<file path="src/rtl/pwrseq_pkg.sv">
package pwrseq_pkg;
  localparam int NDOM     = 3;
  localparam int DOM_CORE = 0;
  localparam int DOM_DE   = 1;
  localparam int DOM_RAM  = 2;

  typedef enum logic [2:0] {
    MS_RUN      = 3'd0,
    MS_DE_OFF   = 3'd1,
    MS_RETAIN   = 3'd2,
    MS_POWEROFF = 3'd3
  } mode_e;

  typedef enum logic [3:0] {
    ST_RUN, ST_DE_ISO, ST_DE_OFF, ST_DE_ON,
    ST_DP_ISO, ST_DP_RST, ST_RETAIN, ST_POWEROFF,
    ST_UP_ON, ST_UP_SET
  } state_e;
endpackage

</file>
<file path="src/rtl/pwrseq_cnt.sv">
module pwrseq_cnt #(
  parameter int W = 8
) (
  input  logic         clk,
  input  logic         rst_n,
  input  logic         en,
  output logic [W-1:0] cnt
);
  logic [W-1:0] cnt_q, cnt_d;

  always_comb begin
    if (!en)          cnt_d = '0;
    else if (&cnt_q)  cnt_d = cnt_q;
    else              cnt_d = cnt_q + 1'b1;
  end

  always_ff @(posedge clk or negedge rst_n) begin
    if (!rst_n) cnt_q <= '0;
    else        cnt_q <= cnt_d;
  end

  assign cnt = cnt_q;
endmodule

</file>
<file path="src/rtl/pwrseq_fsm.sv">
module pwrseq_fsm
  import pwrseq_pkg::*;
(
  input  logic            clk,
  input  logic            rst_n,
  input  logic [1:0]      target_mode,
  input  logic            standby_rdy,
  input  logic            wake_evt,
  input  logic            dbg_keep_pwr,
  input  logic [NDOM-1:0] pwr_good,
  input  logic            settle_done,
  output logic            wait_ack,
  output logic            in_settle,
  output logic [NDOM-1:0] pwr_en,
  output logic [NDOM-1:0] iso_en,
  output logic            ram_retain,
  output logic            core_rst,
  output logic [2:0]      mode_status,
  output logic            busy
);
  state_e          state_q, state_d;
  logic [NDOM-1:0] pe_q, pe_d, iso_q, iso_d;
  logic            rst_q, rst_d, ret_q, ret_d, emu_q, emu_d, dorm_q, dorm_d;
  mode_e           mode_q, mode_d;
  logic            deep_req;

  assign deep_req = target_mode[1] & standby_rdy;

  always_comb begin
    state_d = state_q;
    unique case (state_q)
      ST_RUN:      if (deep_req) state_d = ST_DP_ISO;
                   else if (target_mode == 2'd1) state_d = ST_DE_ISO;
      ST_DE_ISO:   state_d = ST_DE_OFF;
      ST_DE_OFF:   if (deep_req) state_d = ST_DP_ISO;
                   else if (target_mode == 2'd0) state_d = ST_DE_ON;
      ST_DE_ON:    if (pwr_good[DOM_DE]) state_d = ST_RUN;
      ST_DP_ISO:   state_d = ST_DP_RST;
      ST_DP_RST:   state_d = dorm_q ? ST_RETAIN : ST_POWEROFF;
      ST_RETAIN,
      ST_POWEROFF: if (wake_evt) state_d = ST_UP_ON;
      ST_UP_ON:    if (&pwr_good) state_d = ST_UP_SET;
      ST_UP_SET:   if (settle_done) state_d = ST_RUN;
      default:     state_d = ST_RUN;
    endcase
  end

  always_comb begin
    pe_d = pe_q; iso_d = iso_q; rst_d = rst_q; ret_d = ret_q;
    emu_d = emu_q; dorm_d = dorm_q; mode_d = mode_q;
    if (state_d != state_q) begin
      unique case (state_d)
        ST_DE_ISO: begin iso_d[DOM_DE] = 1'b1; emu_d = dbg_keep_pwr; end
        ST_DE_OFF: begin pe_d[DOM_DE] = pe_q[DOM_DE] & emu_q; mode_d = MS_DE_OFF; end
        ST_DE_ON:  pe_d = '1;
        ST_RUN:    begin iso_d = '0; rst_d = 1'b0; mode_d = MS_RUN; end
        ST_DP_ISO: begin iso_d = '1; emu_d = dbg_keep_pwr; dorm_d = (target_mode == 2'd2); end
        ST_DP_RST: rst_d = 1'b1;
        ST_RETAIN, ST_POWEROFF: begin
          pe_d[DOM_CORE] = pe_q[DOM_CORE] & emu_q;
          pe_d[DOM_DE]   = pe_q[DOM_DE] & emu_q;
          pe_d[DOM_RAM]  = pe_q[DOM_RAM] & (emu_q | dorm_q);
          ret_d          = dorm_q;
          mode_d         = dorm_q ? MS_RETAIN : MS_POWEROFF;
        end
        ST_UP_ON:  begin pe_d = '1; ret_d = 1'b0; end
        ST_UP_SET: iso_d = '0;
        default: ;
      endcase
    end
  end

  always_ff @(posedge clk or negedge rst_n) begin
    if (!rst_n) begin
      state_q <= ST_RUN; pe_q <= '1; iso_q <= '0; rst_q <= 1'b0; ret_q <= 1'b0;
      emu_q <= 1'b0; dorm_q <= 1'b0; mode_q <= MS_RUN;
    end else begin
      state_q <= state_d; pe_q <= pe_d; iso_q <= iso_d; rst_q <= rst_d; ret_q <= ret_d;
      emu_q <= emu_d; dorm_q <= dorm_d; mode_q <= mode_d;
    end
  end

  assign pwr_en      = pe_q;
  assign iso_en      = iso_q;
  assign ram_retain  = ret_q;
  assign core_rst    = rst_q;
  assign mode_status = mode_q;
  assign wait_ack    = (state_q == ST_DE_ON) || (state_q == ST_UP_ON);
  assign in_settle   = (state_q == ST_UP_SET);
  assign busy        = !((state_q == ST_RUN) || (state_q == ST_DE_OFF) ||
                         (state_q == ST_RETAIN) || (state_q == ST_POWEROFF));

  // A switch may only open on a domain that is already clamped.
  for (genvar d = 0; d < NDOM; d++) begin : g_dom_chk
    assert_clamp_before_off_R5: assert property (@(posedge clk) disable iff (!rst_n)
      $fell(pe_q[d]) |-> $past(iso_q[d]));
  end

  assert_reset_before_cut_R5: assert property (@(posedge clk) disable iff (!rst_n)
    $fell(pe_q[DOM_CORE]) |-> $past(rst_q));

  assert_ram_clamped_R6: assert property (@(posedge clk) disable iff (!rst_n)
    !pe_q[DOM_CORE] |-> iso_q[DOM_RAM]);

  assert_standby_gate_R4: assert property (@(posedge clk) disable iff (!rst_n)
    $rose(iso_q[DOM_CORE]) |-> $past(standby_rdy));

  assert_good_before_unclamp_R7: assert property (@(posedge clk) disable iff (!rst_n)
    $fell(iso_q[DOM_CORE]) |-> $past(&pwr_good));

  assert_release_powered_R8: assert property (@(posedge clk) disable iff (!rst_n)
    $fell(rst_q) |-> (pe_q == '1) && (iso_q == '0));

  assert_emulate_kept_R9: assert property (@(posedge clk) disable iff (!rst_n)
    (emu_q && !busy && (mode_q == MS_RETAIN || mode_q == MS_POWEROFF))
      |-> pe_q[DOM_CORE] && pe_q[DOM_RAM]);
endmodule

</file>
<file path="src/rtl/pwr_mode_seq.sv">
module pwr_mode_seq
  import pwrseq_pkg::*;
#(
  parameter int TMO_W      = 16,
  parameter int SETTLE_CYC = 16
) (
  input  logic             clk,
  input  logic             rst_n,
  input  logic [1:0]       target_mode,
  input  logic             standby_rdy,
  input  logic             wake_evt,
  input  logic             dbg_keep_pwr,
  input  logic [TMO_W-1:0] tmo_cycles,
  input  logic [2:0]       pwr_good,
  output logic [2:0]       pwr_en,
  output logic [2:0]       iso_en,
  output logic             ram_retain,
  output logic             core_rst,
  output logic [2:0]       mode_status,
  output logic             busy,
  output logic             err_timeout
);
  localparam int SET_W = $clog2(SETTLE_CYC + 1);

  logic             rst_meta, rst_sync_n;
  logic             wait_ack, in_settle, settle_done;
  logic [TMO_W-1:0] tmo_cnt;
  logic [SET_W-1:0] set_cnt;

  always_ff @(posedge clk or negedge rst_n) begin
    if (!rst_n) begin rst_meta <= 1'b0; rst_sync_n <= 1'b0; end
    else        begin rst_meta <= 1'b1; rst_sync_n <= rst_meta; end
  end

  pwrseq_cnt #(.W(TMO_W)) u_tmo (
    .clk(clk), .rst_n(rst_sync_n), .en(wait_ack), .cnt(tmo_cnt));

  pwrseq_cnt #(.W(SET_W)) u_settle (
    .clk(clk), .rst_n(rst_sync_n), .en(in_settle), .cnt(set_cnt));

  assign settle_done = (set_cnt == SET_W'(SETTLE_CYC - 1));

  pwrseq_fsm u_fsm (
    .clk(clk), .rst_n(rst_sync_n), .target_mode(target_mode),
    .standby_rdy(standby_rdy), .wake_evt(wake_evt), .dbg_keep_pwr(dbg_keep_pwr),
    .pwr_good(pwr_good), .settle_done(settle_done), .wait_ack(wait_ack),
    .in_settle(in_settle), .pwr_en(pwr_en), .iso_en(iso_en),
    .ram_retain(ram_retain), .core_rst(core_rst), .mode_status(mode_status),
    .busy(busy));

  assign err_timeout = wait_ack && (tmo_cnt >= tmo_cycles);

  assert_err_only_waiting_R10: assert property (@(posedge clk) disable iff (!rst_sync_n)
    err_timeout |-> busy && core_rst == $past(core_rst));
endmodule

</file>
<file path="config.mk">
export PLATFORM = sky130hd
export DESIGN_NAME = pwr_mode_seq
export DESIGN_NICKNAME = d
export VERILOG_FILES = /design/src/rtl/pwrseq_pkg.sv /design/src/rtl/pwrseq_cnt.sv /design/src/rtl/pwrseq_fsm.sv /design/src/rtl/pwr_mode_seq.sv
export SDC_FILE = /design/constraint.sdc
export NUM_CORES = 1
export LEC_CHECK = 0
export BUFFER_PORTS_ARGS = -buffer_cell sky130_fd_sc_hd__buf_2
export CORE_MARGIN = 2
export CORE_UTILIZATION = 51
export CTS_CLUSTER_DIAMETER = 200
export DETAILED_ROUTE_END_ITERATION = 10
export PLACE_DENSITY = 0.83
export SLEW_MARGIN = 20
export SYNTH_ARGS = -nofsm -noshare
export SYNTH_HDL_FRONTEND = slang
export SYNTH_SLANG_ARGS = --single-unit
</file>
<file path="constraint.sdc">
create_clock -name clk -period 1.9 [get_ports clk]
set_input_delay 0.38 -clock clk [delete_from_list [all_inputs] [get_ports clk]]
set_output_delay 0.38 -clock clk [all_outputs]
set_load 0.005 [all_outputs]
</file>
* Word level (Yosys, flattened, before mapping)
Index checks and enable logic that the tools add are counted.
** Storage, ports and cells
- Register bits :: 39
- Input port bits :: 26
- Logic and storage cells :: 103
- Output and inout bits :: 13
** Cells by class
- Muxes and demuxes :: 23
- Magnitude comparators :: 1
- Eq/ne operators :: 24
- Bitwise gates (word level) :: 5
- Add/subtract/negate cells :: 2
- Reduce and logical (&&, ||, !) cells :: 34
** Operators with widths (count)
- 4-bit one-hot mux with 9 select lines :: 1
- 4-bit by 3-bit equality test with 1-bit output, second input constant :: 8
- 16-bit two-way mux :: 2
- 4-bit two-way mux :: 8
- 2-bit AND reduction :: 9
- 16-bit by 1-bit adder with 16-bit output, second input constant :: 1
- 4-bit by 2-bit equality test with 1-bit output, second input constant :: 4
- 4-bit equality test, second input constant :: 4
- 16-bit >= comparator :: 1
- 16-bit AND reduction :: 1
- 1-bit one-hot mux with 2 select lines :: 7
- 2-bit nonzero test :: 6
- 5-bit two-way mux :: 2
- 2-bit OR reduction :: 5
- 3-bit one-hot mux with 3 select lines :: 1
- 4-bit by 1-bit equality test with 1-bit output, second input constant :: 2
- 4-bit zero test :: 2
- 5-bit by 1-bit adder with 5-bit output, second input constant :: 1
- 5-bit by 4-bit equality test with 1-bit output, second input constant :: 1
- 5-bit AND reduction :: 1
- 1-bit bitwise AND :: 4
- 1-bit logical OR :: 4
- 2-bit inequality test, second input constant :: 2
- 4-bit inequality test :: 1
- other kinds (10) :: 11

* Depth between registers and ports, before layout
Gate-level depths: netlist of run 1.
- Depth after elaboration :: 8
- Gate-level depth with buffers :: 8
- Depth with buffers taken out :: 8

* Hierarchy
From an unflattened synthesis of run 1, not the netlist that was laid out.
** Second synthesis, totals
- Cells, all modules :: 284
- Area, all modules :: 2665.1 µm²
** By module, submodules not included
- pwrseq_fsm :: area an instance 1057.3 µm², sequential area each 379.1 µm², instances 1, cells each 116
- pwrseq_cnt at u_tmo :: area an instance 887.1 µm², sequential area each 400.4 µm², instances 1, cells each 88
- pwr_mode_seq :: area an instance 471.7 µm², sequential area each 50.0 µm², instances 1, cells each 60
- pwrseq_cnt at u_settle :: area an instance 249.0 µm², sequential area each 125.1 µm², instances 1, cells each 20

* Least setup slack after synthesis of run 1
Ideal clock, no wire load.
- Path type :: reg2reg
- From :: register u_settle.cnt_q[0], in the netlist u_settle.cnt[0]
- To :: register u_fsm.pe_q[0], in the netlist u_fsm.pwr_en[0]
- Data arrival time :: 1.933 ns
- Data required time :: 1.817 ns
- Period minus slack after synthesis :: 2.016 ns
- Library setup time :: 0.083 ns
- Stages on the path, launching flop included :: 9
- Path slack :: -0.116 ns
- Path through :: dfrtp_1 ha_1 and3_1 ha_1 nor2b_1 o21ai_2 nand4_4 mux2_4 o32a_1
** Between the ends
- Cells in the longest elaborated chain, start to end :: 7
- Elaborated cells on any way between the ends :: 13
- Those cells by class :: 6 x eq/ne; 3 x mux; 4 x reduce/logical
** Ends and longest elaborated chain
- start, declared :: RTL line pwrseq_cnt.sv:9 : logic [W-1:0] cnt_q, cnt_d;
- start signal, assigned :: RTL line pwrseq_cnt.sv:19 : else cnt_q <= cnt_d;
- 5-bit by 4-bit equality test with 1-bit output (*) :: RTL line pwr_mode_seq.sv:41 : assign settle_done = (set_cnt == SET_W'(SETTLE_CYC - 1));
- 4-bit two-way mux (*) :: RTL line pwrseq_fsm.sv:43 : ST_UP_SET: if (settle_done) state_d = ST_RUN;
- 4-bit one-hot mux with 9 select lines (*) :: RTL line pwrseq_fsm.sv:31 : unique case (state_q)
- via u_fsm.state_d[0] :: RTL line pwrseq_fsm.sv:21 : state_e state_q, state_d;
- 4-bit by 2-bit equality test with 1-bit output (tied with other cells) :: RTL line pwrseq_fsm.sv:52 : unique case (state_d)
- 2-bit OR reduction, on equally long branches
- 2-bit nonzero test (no line)
- 2-bit AND reduction (no line)
- end signal, assigned :: RTL line pwrseq_fsm.sv:78 : state_q <= state_d; pe_q <= pe_d; iso_q <= iso_d; rst_q <= rst_d; ret_q <= ret_d;
- end, declared :: RTL line pwrseq_fsm.sv:22 : logic [NDOM-1:0] pe_q, pe_d, iso_q, iso_d;
The timed path passes the listed nets; every way through them passes the cells marked *.
A chain may end at the register's enable or synchronous reset.

* Final worst setup path of run 1
- From :: register u_tmo.cnt_q[9], in the netlist u_tmo.cnt[9]
- To :: output port err_timeout
** Between the ends
- Cells in the longest elaborated chain, start to end :: 2
** Ends and longest elaborated chain
- start, declared :: RTL line pwrseq_cnt.sv:9
- start signal, assigned :: RTL line pwrseq_cnt.sv:19
- 16-bit >= comparator :: RTL line pwr_mode_seq.sv:51 : assign err_timeout = wait_ack && (tmo_cnt >= tmo_cycles);
- 1-bit logical AND :: RTL line pwr_mode_seq.sv:51
- end, declared :: RTL line pwr_mode_seq.sv:21 : output logic err_timeout
No other way between the ends.

==> flow_summary.ini, run 1 <==
[logic_synthesis]
yosysUniqueCellTypes = 57
yosysTopAreaCellShare = 0.355
synthArstFlopShare = 1.00
netlist_top_cells_area = dfrtp_1 (36%), ha_1 (10%), nor2_1 (4.6%), inv_1 (4.1%), xor2_1 (3.9%)
syn_area_per_cell_um2 = 9.20
netlist_instances = 268
synth_seq_cells = 38
yosysWarnings = 0
yosysTopAreaCell = dfrtp_1
synth_seq_area_share = 0.387
synth_top_flop_cell = dfrtp_1
synth_nets = 314
synth_area_um2 = 2470
synth_edf_count = 0

[sta]
hold_violations = 0
max_clock_freq_mhz = 450
holdWs_ps = 226
worst_pin_slew_ps = 553
fin_skew_ps = 12.8
rsz0062_at_grt = true
period_needed_ps = 2220
maxSlewViolCount = 0
slew_headroom = 0.631
setup_viol = 9
finalCritPeriodShare = 1.17
final.setup.tns_ps = -986
fin_ws_ps = -321

[power]
p_per_area_nw_per_um2 = 1120
power_mw = 3.70
power_frac_clock = 0.159
p_sw_frac = 0.374
power.leakage_nw = 1.65
vdd_ir_drop_max_mv = 0.717
switchingPower_mw = 1.38
comb_power_share = 0.543
p_int_mw = 2.32
seqPwrFrac = 0.298

[run]
maxCapViolations = 0

[placement]
place_inst = 385
dp_slack_ps = -329
place_congestion = 0.931
portBuffers = 37
hpwl_um = 4220
place_area_um2 = 2970

[route]
first_pass_iters = 4
avgViaCountPerCell = 5.63
wl_per_cell_um = 14.7
drt_iter0_markers = 157
routed_wl_um = 5860
drc = 0
via_count = 2246
ant_nets = 0

[status]
status = finished, violations left
failed_checks = setup timing

[worst_setup_path]
worstPathCellList = ha_4 > a21o_1 > a21o_1 > a21o_1 > a311oi_2 > o22ai_1 > buf_2
crit_type = reg -> out
cp_common_cell = a21o_1
slowest_stage = dfrtp_1
worst_ep_required_time_ps = 1520
r2r_start = u_fsm.state_q[0]
endpoint = err_timeout
startpoint = u_tmo.cnt[9]
end_kind = primary output
max_stage_delay_ps = 410
start_kind = flip-flop
worstPathMaxFanout = 2
cp.arrival_ps = 1840
r2r_end = u_fsm.pwr_en[0]
rrSetupSlack_ps = -230
ff2ff_path_depth = 6

[clock_tree]
htreeDepth = 2
numCtsBuffers = 5
cts_tree = done
clkTransAtPathRegs_ps = 80
clk_latency_ps = 300
clk_path_buf_depth = 2
cts_sinks = 38
root_buffer = clkbuf_8

[floorplanning]
die_x_um = 73.5
dieArea_um2 = 5410
initial_core_util = 0.526
pin_count = 39
dieHeight_um = 73.5
core_um2 = 4690
rows = 25

[global_route]
grt_max_degree = 26
antenna_found_initial = 0
grt_util_all_layers = 0.235
grt_pass1_vias = 2236
grt_pass1_wl_um = 9820
grt_overflow_total = 0

[cells_and_area]
fin_cells = 399
drive_gt1_frac = 0.351
fin_area_um2 = 3290
diodes = 0
utilization = 0.702
syn2layout_area_growth_pct = 33.5
nNetsFinal = 390

[worst_hold_path]
hold_path_class = reg -> async
[what timing repair did]
action,in CTS,in global routing
setup buffers,2,6
hold endpoints to repair,2,0
gates resized for setup,17,24
hold buffers,1,0
pin swaps,11,14
setup endpoints to repair,9,15
[power groups by stage]
stage | Sequential (mW) | Combinational, mW | Clock [mW]
2_1_floorplan | 1.13 | 0.964 | 0
3_3_place_gp | 1.10 | 1.60 | 0
3_5_place_dp | 1.11 | 1.64 | 0
4_1_cts | 1.10 | 1.75 | 0.591
5_1_grt | 1.12 | 2.19 | 0.636
6_report | 1.10 | 2.01 | 0.589
[worst max-delay path, delay by kind of cell (launching register included)]
kind	cells	cell delay, ps
AO/OA/AOI/OAI	5	770
adder cells (fa/ha/maj)	1	230
buffers and inverters	1	140
flip-flops	1	410
[cell usage after synthesis (2+ instances only)]
cell and n:
a211oi_1 3, o21ai_2 2, nor2_1 30, nand2b_1 4, xor2_1 11, o21ai_1 2, or2_1 2, dfstp_2 3
xnor2_1 5, o21ai_0 2, dfrtp_1 35, o22ai_1 2, ha_1 20, buf_4 2, nand3_1 9, a21oi_1 12
clkbuf_1 4, or3_4 2, and4_1 5, nand2_1 15, o22a_1 4, buf_2 4, conb_1 2, a21o_1 7
nand4_1 7, inv_1 27, and3_1 5, nor3_1 4, nor2b_1 5, or2_2 2, mux2i_1 5
[routing by layer]
metal | up-vias | share of wire | wire length (µm) | global-route usage
li1 | 1087 | - | - | -
met1 | 1089 | 0.45 | 2620 | 0.293
met2 | 57 | 0.49 | 2870 | 0.396
met3 | 13 | 0.043 | 250 | 0.0425
met4 | 0 | 0.021 | 123 | 0.103
met5 | - | 0 | 0 | 0
[sequential cells by signal, indices dropped and copies added (netlist names)]
register,count
u_fsm.state_q,4
u_settle.cnt,5
u_fsm.emu_q,1
u_tmo.cnt,16
u_fsm.mode_status,2
u_fsm.pwr_en,3
rst_meta,1
rst_sync_n,1
u_fsm.iso_en,2
u_fsm.ram_retain,1
u_fsm.core_rst,1
u_fsm.dorm_q,1
[cell type report]
cell class                      count  area [µm²]
Clock inverter                      1        5.00
Clock buffer                        7        86.3
Fill cell                         348        1400
Timing Repair Buffer               79         557
Inverter                           27         101
Sequential cell                    38         955
Multi-Input combinational cell    193        1520
Tap cell                           54        67.6
[cell usage in the layout (no fill, tap or decap), types with 2 or more instances in the layout]
cell      netlist  layout
o22a_1          4       4
dfstp_2         3       3
nand3_1         9       9
inv_1          27      27
nand2b_1        4       3
clkbuf_8        0       6
nand2_1        15      14
or2_1           2       2
a21o_1          7       7
and4_1          5       4
mux2i_1         5       5
or3_4           2       2
buf_4           2      34
nor3_1          4       3
o22ai_1         2       2
a21oi_1        12       9
ha_1           20      15
conb_1          2       2
and3_1          5       4
xor2_1         11      11
a211oi_1        3       2
buf_6           0       5
o21ai_2         2       3
o21ai_1         2       3
dfrtp_1        35      35
buf_2           4      36
a21oi_2         0       3
buf_12          0       2
nor2_1         30      29
ha_4            0       4
nand4_1         7       7
xnor2_1         5       5
nor2b_1         5       3
[how the worst min path moves through the flow]
stage / end
after floorplan: rst_meta
after global placement: rst_meta
after detailed placement: rst_meta
after CTS: u_tmo.cnt[4]
after global routing: u_tmo.cnt[3]
final: u_tmo.cnt[11]
[cells by family (layout without fill, tap and decap cells)]
group,count (synthesis),after routing,share of synthesized area
adders and majority gates,20,20,0.101
buffers and inverters,37,114,0.0614
other,2,2,0.00305
and+or+nand+nor,101,101,0.226
DFF,38,38,0.387
AOI/OAI and AO/OA,47,47,0.133
xor gates and xnor gates,16,16,0.0568
muxes,7,7,0.0309
Power figures use the tool's default switching activity.
==> run 2: changes to the inputs <==
--- a/config.mk
+++ b/config.mk
@@ -5,9 +5,10 @@
 export SDC_FILE = /design/constraint.sdc
 export NUM_CORES = 1
 export LEC_CHECK = 0
+export ABC_AREA = 1
 export BUFFER_PORTS_ARGS = -buffer_cell sky130_fd_sc_hd__buf_2
 export CORE_MARGIN = 2
-export CORE_UTILIZATION = 51
+export CORE_UTILIZATION = 52
 export CTS_CLUSTER_DIAMETER = 200
 export DETAILED_ROUTE_END_ITERATION = 10
 export PLACE_DENSITY = 0.83
==> flow_summary.ini, run 2 <==
[placement]
portBuffers = 37
place_area_um2 = 3120
hpwl_um = 4640
place_congestion = 0.846
dp_slack_ps = -219

[power]
p_per_area_nw_per_um2 = 1170
power.leakage_nw = 1.92
vdd_ir_drop_max_mv = 0.870

[logic_synthesis]
yosysUniqueCellTypes = 32
ys_top_cells_by_count = nand2_1 (85), inv_1 (57), nand3_1 (42), dfrtp_1 (35), nor2_1 (31)
yosysTopAreaCellShare = 0.323
synth_nets = 422
netlist_top_cells_area = dfrtp_1 (32%), nand2_1 (12%), ha_1 (9.2%), inv_1 (7.9%), nand3_1 (7.7%)
synth_edf_count = 0
yosysTopAreaCell = dfrtp_1
syn_area_per_cell_um2 = 7.22
synth_area_um2 = 2720
yosysMostFrequentCell = nand2_1
synth_seq_cells = 38
synthArstFlopShare = 1.00
netlist_instances = 376
yosysWarnings = 0
synth_top_flop_cell = dfrtp_1
synth_seq_area_share = 0.352

[global_route]
antenna_found_initial = 0
grt_max_degree = 37
grt_pass1_wl_um = 11200
grt_util_all_layers = 0.234
grt_overflow_total = 0
grt_pass1_vias = 2644

[worst_setup_path]
end_kind = primary output
crit_type = reg -> out
worstPathMaxFanout = 2
start_kind = flip-flop
worst_ep_required_time_ps = 1520
cp.arrival_ps = 1720

[route]
first_pass_iters = 4
drt_iter0_markers = 179
wl_per_cell_um = 13.4
via_count = 2745
ant_nets = 0
drc = 0
avgViaCountPerCell = 5.26
routed_wl_um = 6980

[cells_and_area]
seq_area_um2 = 957
nFillCells = 414
utilization = 0.707
fin_area_um2 = 3590
multi_input_area_um2 = 1740
final_common_cell = nand2_1
nNetsFinal = 497
syn2layout_area_growth_pct = 32.2
final_cell_mix = nand2_1 (75), inv_1 (53), buf_2 (37)
drive_gt1_frac = 0.352
largest_register_ffs = 16
diodes = 0

[clock_tree]
clk_latency_ps = 290
root_buffer = clkbuf_8
cts_sinks = 38
cts_tree = done
clk_path_buf_depth = 2
htreeDepth = 2
numCtsBuffers = 5
clkTransAtPathRegs_ps = 80

[floorplanning]
rows = 26
dieArea_um2 = 5820
die_x_um = 76.3
pin_count = 39
dieHeight_um = 76.3
core_um2 = 5070
initial_core_util = 0.535

[sta]
fin_ws_ps = -205
max_clock_freq_mhz = 475
fin_skew_ps = 5.72
hold_violations = 0
finalCritPeriodShare = 1.11
maxSlewViolCount = 0
rsz0062_at_grt = true
period_needed_ps = 2100
setup_viol = 10

[status]
status = finished, violations left
failed_checks = setup timing

[run]
maxCapViolations = 0

[worst_hold_path]
hold_path_class = reg -> async
run 2: cell count changes in the layout (fill, tap and decap cells not counted), moves of 7 or more:
cell / change
nand3_1: +22
nand3_2: +13
nand2_1: +61
inv_2: +11
nand2_2: +9
o21ai_0: +13
inv_1: +26
a21o_1: -7
run 2: path summary, 6_finish.rpt:
path                            startpoint              end  slack (ps)  cells after the start
max in group asynchronous       rst_sync_n  u_fsm.pwr_en[0]        1250                      1
setup reg to reg           u_settle.cnt[0]  u_fsm.pwr_en[1]        -140                     14
hold / removal                  rst_sync_n     u_tmo.cnt[1]         280                      1
min in group clk              dbg_keep_pwr      u_fsm.emu_q         320                      2
setup / recovery             u_tmo.cnt[15]      err_timeout        -200                     10
hold reg to reg                 rst_sync_n     u_tmo.cnt[1]         280                      1
run 2: cell type report:
cell class | instances | area share
multi-input combinational | 268 | 0.486
clock buffer | 7 | 0.0241
inverter | 64 | 0.0669
sequential | 38 | 0.267
clock inverter | 1 | 0.00139
timing repair buffer | 74 | 0.131
tap | 70 | 0.0244
run 2: logic make-up after synthesis:
kind of cell / Yosys count / synth area share
DFF: 38 / 0.352
AOI/OAI and AO/OA: 40 / 0.0802
adders and majority gates: 20 / 0.0922
xor gates and xnor gates: 6 / 0.0194
muxes: 1 / 0.00415
buffers and inverters: 71 / 0.110
and+or+nand+nor: 198 / 0.340
other: 2 / 0.00277
run 2: metal layers:
layer  vias up  routed length [µm]  track usage  share of wire
met5         -                   0            0              0
met3        10                 343       0.0391          0.049
li1       1372                   -            -              -
met2        91                3680        0.428           0.53
met4         0                 115       0.0945          0.016
met1      1272                2840        0.270           0.41
run 2: critical path: stages (launching register included):
cell and delay, ps:
dfrtp_1 420, ha_4 290, nand2_2 50, inv_2 60
nand3_4 70, nor3_4 140, nand3_1 90, nand3_1 90
nand2_1 60, inv_1 60, buf_2 100
run 2: power breakdown:
| part | total, mW | leakage, nW | switching (mW) | internal, mW |
|---|---|---|---|---|
| clock | 0.582 | 0.0482 | 0.288 | 0.293 |
| combinational | 2.43 | 1.38 | 1.54 | 0.887 |
| sequential | 1.19 | 0.494 | 0.194 | 0.993 |
run 2: through the flow:
| step | hold slack (ps) | power, mW | std cells | TNS, ps |
|---|---|---|---|---|
| 4_1_cts | 313 | 3.88 | 515 | -849 |
| 5_1_grt | 321 | 4.50 | 522 | -2360 |
| 2_1_floorplan | 84.4 | 2.54 | 376 | 0 |
| 3_3_place_gp | 166 | 2.94 | 501 | -566 |
| 6_report | 280 | 4.20 | 522 | -1290 |
| 3_5_place_dp | 169 | 2.98 | 501 | -1620 |
run 2: timing repair:
item	4_1_cts	5_1_grt
gates resized for setup	29	33
endpoints found under the hold margin	2	0
gates cloned	1	0
setup endpoints to repair	10	16
hold buffers	1	0
pin swaps	25	11
setup buffers	4	7
